--- src/rtl/flash_cui_pkg.sv ---
package flash_cui_pkg;

    typedef enum logic [2:0] {
        BM_READ,
        BM_OUT_DIS,
        BM_STANDBY,
        BM_PWRDN,
        BM_WRITE
    } bus_mode_e;

    typedef enum logic [1:0] {
        RM_ARRAY,
        RM_IDENT,
        RM_STATUS
    } rd_mode_e;

    typedef enum logic [1:0] {
        PD_NONE,
        PD_WRITE,
        PD_ERASE
    } pend_e;

    typedef struct packed {
        logic err_erase;
        logic err_write;
        logic err_vpp;
    } stat_flags_t;

    localparam logic [7:0] CMD_RD_ARRAY   = 8'hFF;
    localparam logic [7:0] CMD_RD_ID      = 8'h90;
    localparam logic [7:0] CMD_RD_STAT    = 8'h70;
    localparam logic [7:0] CMD_CLR_STAT   = 8'h50;
    localparam logic [7:0] CMD_WR_SETUP   = 8'h40;
    localparam logic [7:0] CMD_ER_SETUP   = 8'h20;
    localparam logic [7:0] CMD_ER_CONFIRM = 8'hD0;
    localparam logic [7:0] ID_MFR         = 8'h89;
    localparam logic [7:0] ID_DEV         = 8'hA2;

    // Pin priority: powerdown, then chip select, then output enable, then write.
    function automatic bus_mode_e decode_bus(input logic rp_n, input logic ce_n,
                                             input logic oe_n, input logic we_n);
        if (!rp_n) return BM_PWRDN;
        if (ce_n)  return BM_STANDBY;
        if (!oe_n) return BM_READ;
        if (!we_n) return BM_WRITE;
        return BM_OUT_DIS;
    endfunction

    function automatic logic [7:0] status_byte(input logic busy, input stat_flags_t f);
        return {~busy, 1'b0, f.err_erase, f.err_write, f.err_vpp, 3'b000};
    endfunction

endpackage

--- src/rtl/flash_bus_decode.sv ---
module flash_bus_decode
    import flash_cui_pkg::*;
(
    input  logic rp_n,
    input  logic ce_n,
    input  logic oe_n,
    input  logic we_n,
    input  logic vcc_low,
    output logic wr_stb,
    output logic rd_en,
    output logic pwrdn
);

    bus_mode_e mode;

    always_comb begin
        mode   = decode_bus(rp_n, ce_n, oe_n, we_n);
        pwrdn  = (mode == BM_PWRDN);
        // Supply lockout blocks both directions of the bus.
        wr_stb = (mode == BM_WRITE) && !vcc_low;
        rd_en  = (mode == BM_READ)  && !vcc_low;
    end

endmodule

--- src/rtl/flash_cmd_ctrl.sv ---
module flash_cmd_ctrl
    import flash_cui_pkg::*;
#(
    parameter int ADDR_W = 6
) (
    input  logic              clk,
    input  logic              rst,
    input  logic              wr_stb,
    input  logic              pwrdn,
    input  logic              busy,
    input  logic              vpp_ok,
    input  logic [7:0]        din,
    input  logic [ADDR_W-1:0] addr,
    output rd_mode_e          rd_mode,
    output stat_flags_t       flags,
    output logic              start_vld,
    output logic              start_erase,
    output logic [ADDR_W-1:0] start_addr,
    output logic [7:0]        start_data
);

    pend_e pend;
    logic  take;

    assign take = wr_stb && !busy;

    always_ff @(posedge clk) begin
        if (rst || pwrdn) begin
            rd_mode <= RM_ARRAY;
            pend    <= PD_NONE;
            flags   <= '0;
        end else if (take) begin
            unique case (pend)
                PD_WRITE: begin
                    pend <= PD_NONE;
                    if (!vpp_ok) begin
                        flags.err_write <= 1'b1;
                        flags.err_vpp   <= 1'b1;
                    end
                end
                PD_ERASE: begin
                    pend <= PD_NONE;
                    if (din != CMD_ER_CONFIRM) begin
                        flags.err_erase <= 1'b1;
                        flags.err_write <= 1'b1;
                    end else if (!vpp_ok) begin
                        flags.err_erase <= 1'b1;
                        flags.err_vpp   <= 1'b1;
                    end
                end
                default: begin
                    case (din)
                        CMD_RD_ARRAY: rd_mode <= RM_ARRAY;
                        CMD_RD_ID:    rd_mode <= RM_IDENT;
                        CMD_RD_STAT:  rd_mode <= RM_STATUS;
                        CMD_CLR_STAT: flags   <= '0;
                        CMD_WR_SETUP: begin
                            pend    <= PD_WRITE;
                            rd_mode <= RM_STATUS;
                        end
                        CMD_ER_SETUP: begin
                            pend    <= PD_ERASE;
                            rd_mode <= RM_STATUS;
                        end
                        default: ;
                    endcase
                end
            endcase
        end
    end

    always_comb begin
        start_erase = (pend == PD_ERASE);
        start_addr  = addr;
        start_data  = din;
        start_vld   = 1'b0;
        if (take && vpp_ok) begin
            if (pend == PD_WRITE)
                start_vld = 1'b1;
            else if (pend == PD_ERASE && din == CMD_ER_CONFIRM)
                start_vld = 1'b1;
        end
    end

endmodule

--- src/rtl/flash_wr_engine.sv ---
module flash_wr_engine #(
    parameter int ADDR_W    = 6,
    parameter int BLK_W     = 4,
    parameter int WR_CYCLES = 8,
    parameter int ER_CYCLES = 20
) (
    input  logic              clk,
    input  logic              rst,
    input  logic              pwrdn,
    input  logic              start_vld,
    input  logic              start_erase,
    input  logic [ADDR_W-1:0] start_addr,
    input  logic [7:0]        start_data,
    input  logic [ADDR_W-1:0] rd_addr,
    output logic              busy,
    output logic [7:0]        rd_data
);

    localparam int DEPTH   = 1 << ADDR_W;
    localparam int MAX_CYC = (ER_CYCLES > WR_CYCLES) ? ER_CYCLES : WR_CYCLES;
    localparam int CNT_W   = $clog2(MAX_CYC + 1);

    logic [CNT_W-1:0]  cnt;
    logic              op_erase;
    logic [ADDR_W-1:0] op_addr;
    logic [7:0]        op_data;
    logic              commit;
    logic [7:0]        cells [DEPTH];

    always_ff @(posedge clk) begin
        if (rst || pwrdn) begin
            busy     <= 1'b0;
            cnt      <= '0;
            op_erase <= 1'b0;
            op_addr  <= '0;
            op_data  <= '0;
        end else if (start_vld) begin
            busy     <= 1'b1;
            cnt      <= start_erase ? CNT_W'(ER_CYCLES - 1) : CNT_W'(WR_CYCLES - 1);
            op_erase <= start_erase;
            op_addr  <= start_addr;
            op_data  <= start_data;
        end else if (busy) begin
            if (cnt == '0)
                busy <= 1'b0;
            else
                cnt <= cnt - 1'b1;
        end
    end

    // The array changes only on the final busy cycle; powerdown wins over completion.
    assign commit = busy && (cnt == '0) && !pwrdn && !rst;

    for (genvar g = 0; g < DEPTH; g++) begin : g_cell
        localparam logic [ADDR_W-1:0] ME = ADDR_W'(g);
        logic [7:0] cell_q;
        logic       hit_blk;
        logic       hit_byte;

        assign hit_blk  = (op_addr[ADDR_W-1:BLK_W] == ME[ADDR_W-1:BLK_W]);
        assign hit_byte = (op_addr == ME);

        always_ff @(posedge clk) begin
            if (rst)
                cell_q <= 8'hFF;
            else if (commit && op_erase && hit_blk)
                cell_q <= 8'hFF;
            else if (commit && !op_erase && hit_byte)
                cell_q <= cell_q & op_data;
        end

        assign cells[g] = cell_q;
    end

    assign rd_data = cells[rd_addr];

endmodule

--- src/rtl/flash_cui_core.sv ---
module flash_cui_core
    import flash_cui_pkg::*;
#(
    parameter int ADDR_W    = 6,
    parameter int BLK_W     = 4,
    parameter int WR_CYCLES = 8,
    parameter int ER_CYCLES = 20
) (
    input  logic              clk,
    input  logic              rst,
    input  logic              rp_n,
    input  logic              ce_n,
    input  logic              oe_n,
    input  logic              we_n,
    input  logic [ADDR_W-1:0] addr,
    input  logic [7:0]        dq_in,
    output logic [7:0]        dq_out,
    output logic              dq_oe,
    output logic              ry_by,
    input  logic              vpp_hi,
    input  logic              vpp_lo,
    input  logic              vcc_low
);

    logic              wr_stb;
    logic              rd_en;
    logic              pwrdn;
    logic              busy;
    logic              vpp_ok;
    rd_mode_e          rd_mode;
    stat_flags_t       flags;
    logic              start_vld;
    logic              start_erase;
    logic [ADDR_W-1:0] start_addr;
    logic [7:0]        start_data;
    logic [7:0]        arr_data;

    assign vpp_ok = vpp_hi && !vpp_lo;

    flash_bus_decode i_decode (
        .rp_n    (rp_n),
        .ce_n    (ce_n),
        .oe_n    (oe_n),
        .we_n    (we_n),
        .vcc_low (vcc_low),
        .wr_stb  (wr_stb),
        .rd_en   (rd_en),
        .pwrdn   (pwrdn)
    );

    flash_cmd_ctrl #(.ADDR_W(ADDR_W)) i_cmd (
        .clk         (clk),
        .rst         (rst),
        .wr_stb      (wr_stb),
        .pwrdn       (pwrdn),
        .busy        (busy),
        .vpp_ok      (vpp_ok),
        .din         (dq_in),
        .addr        (addr),
        .rd_mode     (rd_mode),
        .flags       (flags),
        .start_vld   (start_vld),
        .start_erase (start_erase),
        .start_addr  (start_addr),
        .start_data  (start_data)
    );

    flash_wr_engine #(
        .ADDR_W    (ADDR_W),
        .BLK_W     (BLK_W),
        .WR_CYCLES (WR_CYCLES),
        .ER_CYCLES (ER_CYCLES)
    ) i_engine (
        .clk         (clk),
        .rst         (rst),
        .pwrdn       (pwrdn),
        .start_vld   (start_vld),
        .start_erase (start_erase),
        .start_addr  (start_addr),
        .start_data  (start_data),
        .rd_addr     (addr),
        .busy        (busy),
        .rd_data     (arr_data)
    );

    always_comb begin
        dq_out = 8'h00;
        if (rd_en) begin
            case (rd_mode)
                RM_IDENT:  dq_out = addr[0] ? ID_DEV : ID_MFR;
                RM_STATUS: dq_out = status_byte(busy, flags);
                default:   dq_out = arr_data;
            endcase
        end
    end

    assign dq_oe = rd_en;
    assign ry_by = pwrdn || !busy;

endmodule

--- config.mk ---
export PLATFORM = sky130hd
export DESIGN_NAME = flash_cui_core
export DESIGN_NICKNAME = d
export VERILOG_FILES = /design/src/rtl/flash_cui_pkg.sv /design/src/rtl/flash_bus_decode.sv /design/src/rtl/flash_cmd_ctrl.sv /design/src/rtl/flash_wr_engine.sv /design/src/rtl/flash_cui_core.sv
export SDC_FILE = /design/constraint.sdc
export NUM_CORES = 1
export LEC_CHECK = 0
export ABC_CLOCK_PERIOD_IN_PS = 2690
export BUFFER_PORTS_ARGS = -buffer_cell sky130_fd_sc_hd__clkbuf_2
export CAP_MARGIN = 0
export CORE_MARGIN = 10
export CORE_UTILIZATION = 34
export DETAILED_ROUTE_END_ITERATION = 10
export GPL_TIMING_DRIVEN = 0
export SYNTH_ARGS = -nofsm -noshare
export SYNTH_HDL_FRONTEND = slang
export SYNTH_HIERARCHICAL = 1
export SYNTH_SLANG_ARGS = --single-unit
--- constraint.sdc ---
create_clock -name clk -period 2.69 [get_ports clk]
set_input_delay 0.269 -clock clk [delete_from_list [all_inputs] [get_ports clk]]
set_output_delay 0.269 -clock clk [all_outputs]
set_load 0.1 [all_outputs]
# Yosys cells after proc, flatten, opt, wreduce, memory -nomap -nowiden

Index checks and enable logic that the tools add are counted.

RAM bits: 0
Bits of input ports: 23
Output and inout port bits: 10
Memory bits (read-only): 0
Latch bits: 0
Memories kept: 0
Flip-flop bits (word level): 540

Equal/unequal tests: 86
Multipliers: 0
$add $sub $neg: 1
Mux-type cells: 44
Reductions and logical operators: 108
$lt $le $gt $ge: 1
Bitwise logic cells: 68
Shifts and indexed selects: 0
Divide/modulo/power cells: 0

Operator list:

| cell                                                             | number |
|---|---|
| 8-bit AND                                                        | 64 |
| 6-bit == test (second input constant)                            | 32 |
| 6-bit by 5-bit == test with 1-bit output (second input constant) | 16 |
| 1-bit logical AND                                                | 79 |
| 8-bit binary-select mux with 6-bit select                        | 1 |
| 6-bit by 4-bit == test with 1-bit output (second input constant) | 8 |
| 3-bit two-way mux                                                | 9 |
| 6-bit by 3-bit == test with 1-bit output (second input constant) | 4 |
| 8-bit by 7-bit == test with 1-bit output (second input constant) | 3 |
| 8-bit == test (second input constant)                            | 3 |
| 8-bit two-way mux                                                | 3 |
| 5-bit two-way mux                                                | 4 |
| 1-bit two-way mux                                                | 19 |
| 8-bit case mux with 2 select lines                               | 1 |
| 6-bit by 2-bit == test with 1-bit output (second input constant) | 2 |
| 2-bit != test (second input constant)                            | 5 |
| 2-bit OR reduction                                               | 5 |
| 3-bit nonzero test                                               | 3 |
| 2-bit == test (second input constant)                            | 4 |
| 8-bit by 6-bit == test with 1-bit output (second input constant) | 1 |
| 8-bit != test (second input constant)                            | 1 |
| 2-bit case mux with 2 select lines                               | 2 |
| 4-bit AND reduction                                              | 2 |
| 7-bit greater-or-equal comparator (second input constant)        | 1 |
| 23 further kinds                                                 | 36 |

# Logic depth before layout (Yosys ltp)

Gate-level depths: netlist (run 1).

Word-level depth: 18
Mapped depth: 11
Gate-level depth less buffers: 7

# Modules after synthesis

The synthesis (run 1) kept the hierarchy.

Modules (own cells, without submodules):

| module           | area an instance (um^2) | seq. area each (um^2) | cells each | times used |
|---|---|---|---|---|
| flash_wr_engine  | 20958.9                 | 10670.2               | 2145       | 1 |
| flash_cmd_ctrl   | 630.6                   | 140.1                 | 74         | 1 |
| flash_cui_core   | 196.4                   | 0.0                   | 28         | 1 |
| flash_bus_decode | 28.8                    | 0.0                   | 4          | 1 |

# Least setup slack after synthesis (run 1)

Ideal clock, no wire load.

Path kind: input port to output port
Start point: input vcc_low
End point: output dq_out[1]
Stages: 3
Slack: -2.006 ns
Arrival: 4.427 ns
Path buffers: 0
Path through: or3b_1 > nor2_1 > a21boi_0

Word-level cells in the longest chain between the ends: 3

Ends and longest elaborated chain:

| item              | line                   | RTL |
|---|---|---|
| from (decl)       | flash_cui_core.sv:22   | `input logic vcc_low` |
| 1-bit zero test   | flash_bus_decode.sv:21 | `rd_en = (mode == BM_READ) && !vcc_low;` |
| 1-bit logical AND | flash_bus_decode.sv:21 |  |
| named net dq_oe   | flash_cui_core.sv:18   | `output logic dq_oe,` |
| 8-bit two-way mux | flash_cui_core.sv:88   | `if (rd_en) begin` |
| to (decl)         | flash_cui_core.sv:17   | `output logic [7:0] dq_out,` |

The timed path passes the listed nets, and every way through them passes these cells.

# Worst setup path after layout (run 1)

Start point: input addr[0]
End point: output dq_out[5]

Word-level cells in the longest chain between the ends: 6

Ends and longest elaborated chain:

| item                                                 | line                  | RTL |
|---|---|---|
| from (decl)                                          | flash_cui_core.sv:15  | `input logic [ADDR_W-1:0] addr,` |
| 6-bit NOT with 7-bit output (not written as such)    | flash_wr_engine.sv:75 | `assign rd_data = cells[rd_addr];` |
| 8-bit binary-select mux with 6-bit select            | flash_wr_engine.sv:75 |  |
| 8-bit two-way mux (not written as such) (2 in a row) | flash_wr_engine.sv:75 |  |
| named net arr_data[5]                                | flash_cui_core.sv:36  | `logic [7:0] arr_data;` |
| 8-bit case mux with 2 select lines                   | flash_cui_core.sv:89  | `case (rd_mode)` |
| 8-bit two-way mux                                    | flash_cui_core.sv:88  |  |

The timed path passes the listed nets, and every way through them passes these cells. The select of a mux whose other input is x is not followed.

==> results of run 1 <==
[layout by cell type (no fill, tap or decap), types with 13 or more instances in the layout]
cell / netlist / layout
nand2_1: 551 / 544
dfxtp_1: 540 / 538
o21ai_0: 353 / 345
o21ai_1: 169 / 169
mux4_2: 128 / 128
clkbuf_1: 81 / 87
clkbuf_16: 0 / 60
buf_2: 70 / 48
nor2_1: 53 / 48
nand2_4: 38 / 38
mux2i_1: 29 / 27
clkbuf_2: 0 / 26
o22ai_1: 27 / 23
buf_4: 21 / 20
clkbuf_8: 0 / 17
mux2_2: 17 / 15
inv_1: 13 / 13
nand2b_1: 14 / 13
[power groups by stage]
stage / logic, mW / clock network [mW] / registers [mW]
3_5_place_dp: 0.650 / 0 / 8.17
3_3_place_gp: 0.645 / 0 / 8.17
2_1_floorplan: 0.405 / 0 / 8.17
5_1_grt: 0.800 / 8.21 / 7.99
4_1_cts: 0.744 / 7.90 / 7.99
6_report: 0.772 / 7.80 / 7.99
[timing repair]
| item | in CTS | in global routing |
|---|---|---|
| setup buffers | 0 | 5 |
| endpoints found under the setup margin | 37 | 348 |
| hold endpoints to repair | 2 | 0 |
| pin swaps | 18 | 15 |
| hold buffers | 2 | 0 |
| resized for setup | 164 | 28 |
[per-stage QoR]
step	cells	util
after floorplan	2251	-
after global placement	3127	0.364
after detailed placement	3127	0.364
after CTS	3228	0.404
after global routing	3233	0.407
final	3233	0.407
[area by class of cell]
| class | count | area, sq um |
|---|---|---|
| Buffer | 180 | 1210 |
| Clock buffer | 83 | 1610 |
| Clock inverter | 16 | 216 |
| Fill cell | 6159 | 37600 |
| Inverter | 13 | 48.8 |
| Multi-Input combinational cell | 1518 | 10400 |
| Sequential cell | 540 | 10800 |
| Tap cell | 846 | 1060 |
| Timing Repair Buffer | 37 | 337 |
[kinds of logic (layout without fill, tap and decap cells)]
family          count (synthesis)  count (layout)  share of synthesized area
simple gates                  733             733                      0.157
xor+xnor                        4               4                    0.00161
flops                         540             540                      0.496
compound gates                602             602                      0.145
mux                           174             174                      0.154
buf+inv                       193             329                     0.0435
fa+ha+maj                       5               5                    0.00287
[flip-flops by register name, summed over array words and instances (netlist names)]
| register | count |
|---|---|
| i_engine/op_data | 8 |
| i_engine/op_addr | 6 |
| i_cmd/pend | 2 |
| i_engine/cnt | 5 |
| i_cmd/flags | 3 |
| i_engine/busy | 1 |
| i_engine/g_cell.cell_q | 512 |
| i_engine/op_erase | 1 |
| i_cmd/rd_mode | 2 |
[worst register-to-register path, cell delays in order, from the launching register on]
cell and delay (ns):
dfxtp_1 0.57, nand2b_1 0.22, nor2_1 0.80, nand2_1 0.51
o21ai_0 0.33, nand2_1 0.08
[worst max path at each step]
stage / from / to / cells after the start
4_1_cts: i_engine/g_cell[14].cell_q[4] / dq_out[4] / 7
3_5_place_dp: addr[0] / dq_out[4] / 10
5_1_grt: addr[0] / dq_out[5] / 11
3_3_place_gp: addr[2] / dq_out[4] / 9
6_report: addr[0] / dq_out[5] / 11
2_1_floorplan: addr[1] / dq_out[1] / 11
[cells in the mapped netlist, types with 9 or more instances]
cell,number,area share
nor3_1,12,0.0028
mux2i_1,29,0.013
o21ai_1,169,0.039
clkbuf_1,81,0.014
dfxtp_1,540,0.50
o21ai_0,353,0.081
o22ai_1,27,0.0077
a31oi_1,9,0.0026
nand2_4,38,0.020
mux2_2,17,0.0088
nand2b_1,14,0.0040
buf_4,21,0.0072
nor2_1,53,0.0091
inv_1,13,0.0022
a21oi_1,13,0.0030
mux4_2,128,0.13
buf_2,70,0.016
nand2_1,551,0.095
[routing by layer]
metal | up-vias | track usage
met5 | - | 0
met4 | 0 | 0.0865
met3 | 166 | 0.0440
met2 | 832 | 0.306
met1 | 8963 | 0.252
li1 | 8077 | -
==> run summary, run 1 <==
### Power and ir drop
* **Clk pwr share** 0.471
* **internal power component** 12.9 mW
* **power per standard cell area** 644 nW/um^2
* **Logic pwr share** 0.047
* **sequential power share** 0.483
* **net switching fraction of the power** 0.224
* **Tot Pwr** 16.6 mW
* **largest voltage drop on the vdd net** 546 uV
* **leakage power** 9.30 nW
* **Net Sw Power** 3.71 mW

### Cells and area
* **Final Cell Area** 25700 sq um
* **antenna cells** 0
* **share of post-route cells with drive strength above 1** 0.204
* **count of nets after finishing** 2372
* **area added between synthesis and finish** 18.0%

### Synthesis
* **library cells used by synthesis** 68
* **instance count of the mapped netlist** 2251
* **number of synthesized flops with an enable pin** 0
* **post-synthesis area per instance** 9.69 sq um
* **syn nets** 2279
* **post-synthesis instance area** 21800 sq um
* **dominant synthesized flop cell** dfxtp_1
* **flop and latch count out of synthesis** 540
* **fraction of registers with async set/reset** 0
* **sequential cell area fraction in the yosys report** 0.496
* **number of warning messages in the yosys log** 6

### Worst setup path
* **critical path's slowest cell** mux4_2
* **delay of the slowest cell on the worst path** 0.58 ns
* **register-to-register setup slack** 0.04 ns
* **crit path DAT** 2.86 ns
* **capture point of the worst reg-to-reg path** i_engine/g_cell[25].cell_q[3]
* **cell class contributing the biggest share of worst-path delay** multiplexers
* **reg-to-reg startpoint** i_engine/op_addr[3]
* **type of the setup path with the least slack** input pin to output port
* **element type at the critical path end** output port
* **required time worst endpoint** 2.42 ns
* **cells along the critical path** clkbuf_4 > buf_12 > buf_8 > mux4_2 > mux2i_4 > o22ai_1 > o21ai_4 > o41ai_4 > nand2b_4 > and3_4 > clkbuf_16
* **number of buffer and inverter stages on the critical path** 4
* **cells on worst reg2reg path** 5
* **top fanout value on the critical path** 10
* **type of origin of the critical path** input pin

### Clocking
* **sinks on the clock net** 540
* **clock latency of the later-clocked register in the worst-skew pair** 0.61 ns
* **maximum level of the CTS H-tree** 2
* **Num CTS Buffers** 54
* **clock slew at the register clock pins of the worst setup and hold paths** 0.06 ns
* **Clk Tree Root Cell** clkbuf_16
* **CTS tree** built
* **maximum buffer depth of the clock tree** 3

### Global route
* **pin count of the biggest net entering global routing** 14
* **aggregate global routing overflow** 0
* **global-route wire length before repair** 111 mm
* **total routing resource utilization after global routing** 0.195
* **via count of the first global-routing pass** 17800
* **antenna violations before repair** 2

### Floorplanning
* **number of core rows** 92
* **Die Y-Extent** 273 um
* **die area** 74700 sq um
* **Die X-Extent** 273 um
* **Core Region** 63300 sq um
* **starting density of the core** 0.345
* **total I/O pin count** 33

### STA
* **worst max-slew margin expressed relative to the limit** 0.262
* **measured slew at the worst slew-check pin** 1.11 ns
* **final critical-path share of the clock period** 1.16
* **final-report max-slew violation count** 0
* **number of setup violations in the final report** 8
* **TNS Setup** -2.30 ns
* **setup repair after global routing missed its margin** true
* **Min Hold Slack** 0.0358 ns
* **maximum achievable frequency** 320 MHz
* **worst-case clock skew** 0.0138 ns
* **endpoints failing hold** 0
* **time the worst path needs with I/O delays and setup** 3.13 ns
* **min setup slack post-route** -0.435 ns

### Run status
* **violated checks** setup timing
* **outcome** complete, but fails checks

### Route
* **DRC marker count from the first detailed-route iteration** 1955
* **via count** 18000
* **drt via density** 5.58
* **Top Metal Used** met4
* **number of iterations in the first detailed-routing pass** 5
* **met1 routed wirelength after detailed routing** 30.8 mm
* **DRT antenna net count** 0
* **routed wire length** 74.6 mm
* **wire length on met2** 34.0 mm
* **drt drc** 0
* **Avg WL per Cell** 23.1 um
* **amount of wire on met3 after detailed routing** 6.80 mm

### Placement
* **worst slack, placed** -1.85 ns
* **Area after DPL** 23100 sq um
* **HPWL after DPL** 53.8 mm
* **global placement routability congestion** 0.972
* **IO buf count** 30

### Job
* **reported max-cap violation count** 0

### Worst hold path
* **path class of the lowest-slack min-delay path** input pin to flip-flop
* **hold path startpoint** rp_n
* **Min-Delay Path Depth** 4
* **Hold Path Sink** i_engine/cnt[2]

Power figures use the tool's default switching activity.
==> run 2: changes to the inputs <==
- RECOVER_POWER: not set -> 100
==> run 2 against run 1 <==
Against the previous run: the run still ends with setup timing left; final area is 0.35% lower; combinational power is essentially flat; clock power hardly changed; sequential cell count is the same; routed wire length increased by 0.11%; register-to-register slack got worse by 0.16 ns; global-route usage unchanged; non-clock buffer count is the same; critical path type unchanged; critical endpoint unchanged; largest cell class unchanged.
==> run summary, run 2 (synthesis gave the netlist of run 1 again) <==
### Run status
* **violated checks** setup timing
* **outcome** complete, but fails checks

### Cells and area
* **biggest registers after layout** i_engine/g_cell.cell_q x512, i_engine/op_data x8, i_engine/op_addr x6
* **count of nets after finishing** 2372
* **commonest non-fill, non-tap cell in the layout** nand2_1
* **# fillers** 6175
* **most used cells in the layout excluding fill and tap cells** nand2_1 (547), dfxtp_1 (538), o21ai_0 (346), o21ai_1 (168), mux4_2 (128)
* **area added between synthesis and finish** 17.6%
* **Largest register FFs** 512
* **antenna cells** 0
* **Final Cell Area** 25600 sq um
* **top register by number of flip-flops** i_engine/g_cell.cell_q
* **area of all sequential standard cells** 10800 sq um
* **area used by multi-input combinational logic** 10400 sq um
* **core utilization of the finished layout** 0.405
* **share of post-route cells with drive strength above 1** 0.199

### Floorplanning
* **Die Y-Extent** 273 um
* **die area** 74700 sq um
* **Die X-Extent** 273 um
* **Core Region** 63300 sq um
* **starting density of the core** 0.345
* **number of core rows** 92
* **total I/O pin count** 33

### Route
* **via count** 18000
* **Avg WL per Cell** 23.1 um
* **routed wire length** 74.7 mm
* **drt drc** 0
* **drt via density** 5.58
* **DRC marker count from the first detailed-route iteration** 1932
* **number of iterations in the first detailed-routing pass** 6
* **DRT antenna net count** 0

### STA
* **endpoints failing hold** 0
* **number of setup violations in the final report** 229
* **worst-case clock skew** 0.0193 ns
* **measured slew at the worst slew-check pin** 1.17 ns
* **maximum achievable frequency** 321 MHz
* **min setup slack post-route** -0.420 ns
* **TNS Setup** -11.57 ns
* **worst max-slew margin expressed relative to the limit** 0.223
* **time the worst path needs with I/O delays and setup** 3.11 ns
* **setup repair after global routing missed its margin** true
* **final-report max-slew violation count** 0
* **final critical-path share of the clock period** 1.16

### Worst hold path
* **path class of the lowest-slack min-delay path** input pin to flip-flop

### Power and ir drop
* **power per standard cell area** 646 nW/um^2
* **leakage power** 9.26 nW
* **Tot Pwr** 16.6 mW
* **largest voltage drop on the vdd net** 549 uV

### Clocking
* **Num CTS Buffers** 54
* **sinks on the clock net** 540
* **clock latency of the later-clocked register in the worst-skew pair** 0.62 ns
* **CTS tree** built
* **maximum buffer depth of the clock tree** 3
* **Clk Tree Root Cell** clkbuf_16
* **maximum level of the CTS H-tree** 2
* **clock slew at the register clock pins of the worst setup and hold paths** 0.06 ns

### Worst setup path
* **type of the setup path with the least slack** input pin to output port
* **cell class contributing the biggest share of worst-path delay** multiplexers
* **crit path DAT** 2.84 ns
* **top fanout value on the critical path** 10
* **critical path's slowest cell** mux4_2
* **cells along the critical path** clkbuf_4 > buf_12 > buf_8 > mux4_2 > mux2i_4 > o22ai_1 > o21ai_4 > o41ai_4 > nand2b_4 > and3_4 > clkbuf_16
* **type of origin of the critical path** input pin
* **element type at the critical path end** output port
* **delay of the slowest cell on the worst path** 0.57 ns
* **number of buffer and inverter stages on the critical path** 4
* **required time worst endpoint** 2.42 ns

### Global route
* **pin count of the biggest net entering global routing** 14
* **via count of the first global-routing pass** 17800
* **global-route wire length before repair** 111 mm
* **antenna violations before repair** 2
* **total routing resource utilization after global routing** 0.195
* **aggregate global routing overflow** 0

### Placement
* **HPWL after DPL** 53.8 mm
* **IO buf count** 30
* **global placement routability congestion** 0.972
* **Area after DPL** 23100 sq um

### Job
* **reported max-cap violation count** 0

==> run 2: worst register-to-register path, delay by kind of cell, from the launching register on <==
kind | cells | cell delay [ns]
AOI/OAI and AO/OA | 1 | 0.24
adders and majority gates | 1 | 0.22
buffers and inverters | 4 | 0.91
DFF | 1 | 0.31
and+or+nand+nor | 4 | 1.00
==> run 2: cell type report <==
type	count	area share
Buffer	180	0.0462
Clock buffer	83	0.0628
Clock inverter	16	0.00844
Inverter	13	0.00190
Multi-Input combinational cell	1518	0.405
Sequential cell	540	0.422
Tap cell	846	0.0413
Timing Repair Buffer	37	0.0125
==> run 2: final timing paths <==
kind	startpoint	endpoint	slack, ns	cells after the start
min reg2reg	i_engine/g_cell[44].cell_q[6]	i_engine/g_cell[44].cell_q[6]	0.46	2
max	addr[0]	dq_out[5]	-0.42	11
min	rp_n	i_engine/cnt[2]	0.03	4
max reg2reg	i_engine/cnt[0]	i_engine/g_cell[36].cell_q[2]	-0.12	10
==> run 2: power by group <==
part | leakage [nW] | switching (mW) | internal, mW
Sequential | 4.37 | 0.00000609 | 7.99
Combinational | 3.99 | 0.505 | 0.267
Clock | 0.904 | 3.21 | 4.59
==> run 2: layer usage <==
layer / part of all wire / vias up / wire [um] / track usage
li1: - / 8083 / - / -
met1: 0.41 / 8942 / 30500 / 0.252
met2: 0.46 / 858 / 34100 / 0.306
met3: 0.095 / 164 / 7120 / 0.0440
met4: 0.041 / 0 / 3040 / 0.0865
met5: 0 / - / 0 / 0
==> run 2: per-stage QoR <==
stage	hold slack (ns)	setup slack (ns)	instances
floorplan	0.425	-0.284	2251
global placement	0.438	-1.84	3127
detailed placement	0.447	-1.85	3127
CTS	0.0223	-0.437	3228
global route	0.0737	-0.442	3233
finish	0.0320	-0.420	3233
==> run 2: repair_timing <==
item / in CTS / in global routing
buffers inserted: 0 / 5
pin swaps: 18 / 15
setup endpoints to repair: 37 / 348
resized for setup: 164 / 28
gates cloned: 0 / 0
hold buffers: 2 / 0
hold endpoints to repair: 2 / 0
==> run 3: changes to the inputs <==
==> constraint.sdc (replaced) <==
create_clock -name clk -period 2.69 [get_ports clk]
set_input_delay 0.538 -clock clk [delete_from_list [all_inputs] [get_ports clk]]
set_output_delay 0.538 -clock clk [all_outputs]
set_load 0.1 [all_outputs]
==> run 3 against run 2 <==
Against the previous run: the run still ends with setup timing left; sequential share of layout area fell by 0.69 points; final area rose by 1.6%; sequential power barely moved; final cell count rose by 0.28%; worst hold slack improved by 0.14 ns; global-route usage rose by 0.079 points; clock-buffer cell count fell by 9; die area did not move; largest cell class unchanged.
==> run summary, run 3 (synthesis gave the netlist of run 1 again) <==
### Clocking
* **maximum buffer depth of the clock tree** 3
* **hold-fix buffers at CTS** 0
* **clock slew at the register clock pins of the worst setup and hold paths** 0.06 ns
* **clock latency of the later-clocked register in the worst-skew pair** 0.61 ns
* **maximum level of the CTS H-tree** 2
* **CTS tree** built
* **Clk Tree Root Cell** clkbuf_16
* **sinks on the clock net** 540
* **Num CTS Buffers** 54

### STA
* **min setup slack post-route** -0.750 ns
* **setup repair after global routing missed its margin** true
* **final-report max-slew violation count** 0
* **final critical-path share of the clock period** 1.28
* **TNS Setup** -8.73 ns
* **worst max-slew margin expressed relative to the limit** 0.227
* **endpoints failing hold** 0
* **maximum achievable frequency** 291 MHz
* **Min Hold Slack** 0.174 ns
* **worst-case clock skew** 0.0177 ns
* **number of setup violations in the final report** 160
* **time the worst path needs with I/O delays and setup** 3.44 ns
* **measured slew at the worst slew-check pin** 1.16 ns

### Floorplanning
* **total I/O pin count** 33
* **Die Y-Extent** 273 um
* **starting density of the core** 0.345
* **die area** 74700 sq um
* **Core Region** 63300 sq um
* **number of core rows** 92
* **Die X-Extent** 273 um

### Route
* **drt via density** 5.62
* **Avg WL per Cell** 23.1 um
* **DRC marker count from the first detailed-route iteration** 1925
* **routed wire length** 74.9 mm
* **via count** 18200
* **DRT antenna net count** 0
* **number of iterations in the first detailed-routing pass** 9
* **drt drc** 0

### Job
* **reported max-cap violation count** 0

### Power and ir drop
* **Clk pwr share** 0.474
* **power per standard cell area** 645 nW/um^2
* **net switching fraction of the power** 0.221
* **Net Sw Power** 3.72 mW
* **leakage power** 9.44 nW
* **Tot Pwr** 16.8 mW
* **Logic pwr share** 0.050
* **sequential power share** 0.476
* **internal power component** 13.1 mW
* **largest voltage drop on the vdd net** 425 uV

### Cells and area
* **core utilization of the finished layout** 0.412
* **Largest register FFs** 512
* **count of nets after finishing** 2386
* **commonest non-fill, non-tap cell in the layout** nand2_1
* **Cell Count, Final, Fillers Out** 3242
* **biggest registers after layout** i_engine/g_cell.cell_q x512, i_engine/op_data x8, i_engine/op_addr x6
* **share of post-route cells with drive strength above 1** 0.208
* **area added between synthesis and finish** 19.5%
* **most used cells in the layout excluding fill and tap cells** nand2_1 (544), dfxtp_1 (540), o21ai_0 (346), o21ai_1 (168), mux4_2 (128)
* **top register by number of flip-flops** i_engine/g_cell.cell_q
* **# fillers** 6127

### Global route
* **met2 track demand over resource in global routing** 0.305
* **aggregate global routing overflow** 0
* **global routing usage on met1** 0.254
* **met3 usage in global routing** 0.0383
* **via count of the first global-routing pass** 17800
* **total routing resource utilization after global routing** 0.196
* **global-route wire length before repair** 111 mm
* **antenna violations before repair** 2
* **pin count of the biggest net entering global routing** 15
* **most used routing layer** met2

### Worst setup path
* **number of buffer and inverter stages on the critical path** 5
* **required time worst endpoint** 2.15 ns
* **type of origin of the critical path** input pin
* **top fanout value on the critical path** 10
* **register-to-register setup slack** -0.07 ns
* **delay of the slowest cell on the worst path** 0.37 ns
* **element type at the critical path end** output port
* **cells along the critical path** buf_12 > buf_12 > buf_8 > buf_8 > mux4_2 > o22ai_2 > nor2_1 > o21ai_2 > o21ai_2 > nand2b_1 > o311a_4 > clkbuf_8
* **crit path DAT** 2.90 ns
* **critical path's slowest cell** mux4_2
* **cell class contributing the biggest share of worst-path delay** buffers and inverters
* **type of the setup path with the least slack** input pin to output port

### Placement
* **global placement routability congestion** 0.989
* **Cells after DPL** 3127
* **IO buf count** 30
* **HPWL after DPL** 53.7 mm

### Worst hold path
* **path class of the lowest-slack min-delay path** input pin to flip-flop

### Run status
* **outcome** complete, but fails checks
* **violated checks** setup timing

-- run 3: layout make-up --
| class | instances | area [sq um] | area share |
|---|---|---|---|
| antenna | 1 | 2.50 | 0.0000960 |
| buffer | 179 | 1300 | 0.0500 |
| clock buffer | 74 | 1550 | 0.0595 |
| clock inverter | 19 | 304 | 0.0117 |
| inverter | 13 | 48.8 | 0.00187 |
| multi-input combinational | 1518 | 10500 | 0.402 |
| sequential | 540 | 10800 | 0.415 |
| tap | 846 | 1060 | 0.0406 |
| timing repair buffer | 52 | 520 | 0.0200 |
-- run 3: metrics by stage --
stage               worst slack (ns)  cell area [sq um]
floorplan                     -0.358              22000
global placement               -1.92              23200
detailed placement             -1.93              23200
CTS                           -0.707              25900
global route                  -0.759              26100
finish                        -0.750              26100
-- run 3: timing repair --
| action | in CTS | in global routing |
|---|---|---|
| pin swaps | 15 | 12 |
| hold endpoints to repair | 0 | 0 |
| setup buffers | 8 | 12 |
| resized for setup | 144 | 37 |
| cloned | 2 | 0 |
| endpoints found under the setup margin | 21 | 367 |
-- run 3: layer usage --
layer	vias up	wire, um
met2	899	33500
met1	9023	30900
met4	2	3800
met3	182	6760
met5	-	13
li1	8101	-
-- run 3: path summary, 6_finish.rpt --
kind                                                     from                            end  cells past startpoint
worst min-delay path                                  addr[2]            i_engine/op_addr[2]                      3
worst max register to register                i_engine/cnt[0]  i_engine/g_cell[32].cell_q[6]                      9
worst min register to register  i_engine/g_cell[54].cell_q[5]  i_engine/g_cell[54].cell_q[5]                      2
worst max-delay path                                  addr[1]                      dq_out[3]                     12
-- run 3: worst reg2reg max path, stage by stage (launching register included) --
cell      delay [ns]
dfxtp_1         0.31
inv_1           0.09
ha_1            0.22
or4b_4          0.46
clkbuf_2        0.23
nor3_1          0.42
a31oi_1         0.28
buf_2           0.27
clkbuf_1        0.28
nand2_1         0.13
-- run 3: power by group through the flow --
stage / combinational (mW) / clock, mW / sequential (mW)
finish: 0.837 / 7.97 / 7.99
global route: 0.864 / 8.37 / 7.99
CTS: 0.793 / 8.06 / 7.99
detailed placement: 0.677 / 0 / 8.17
global placement: 0.672 / 0 / 8.17
floorplan: 0.430 / 0 / 8.17
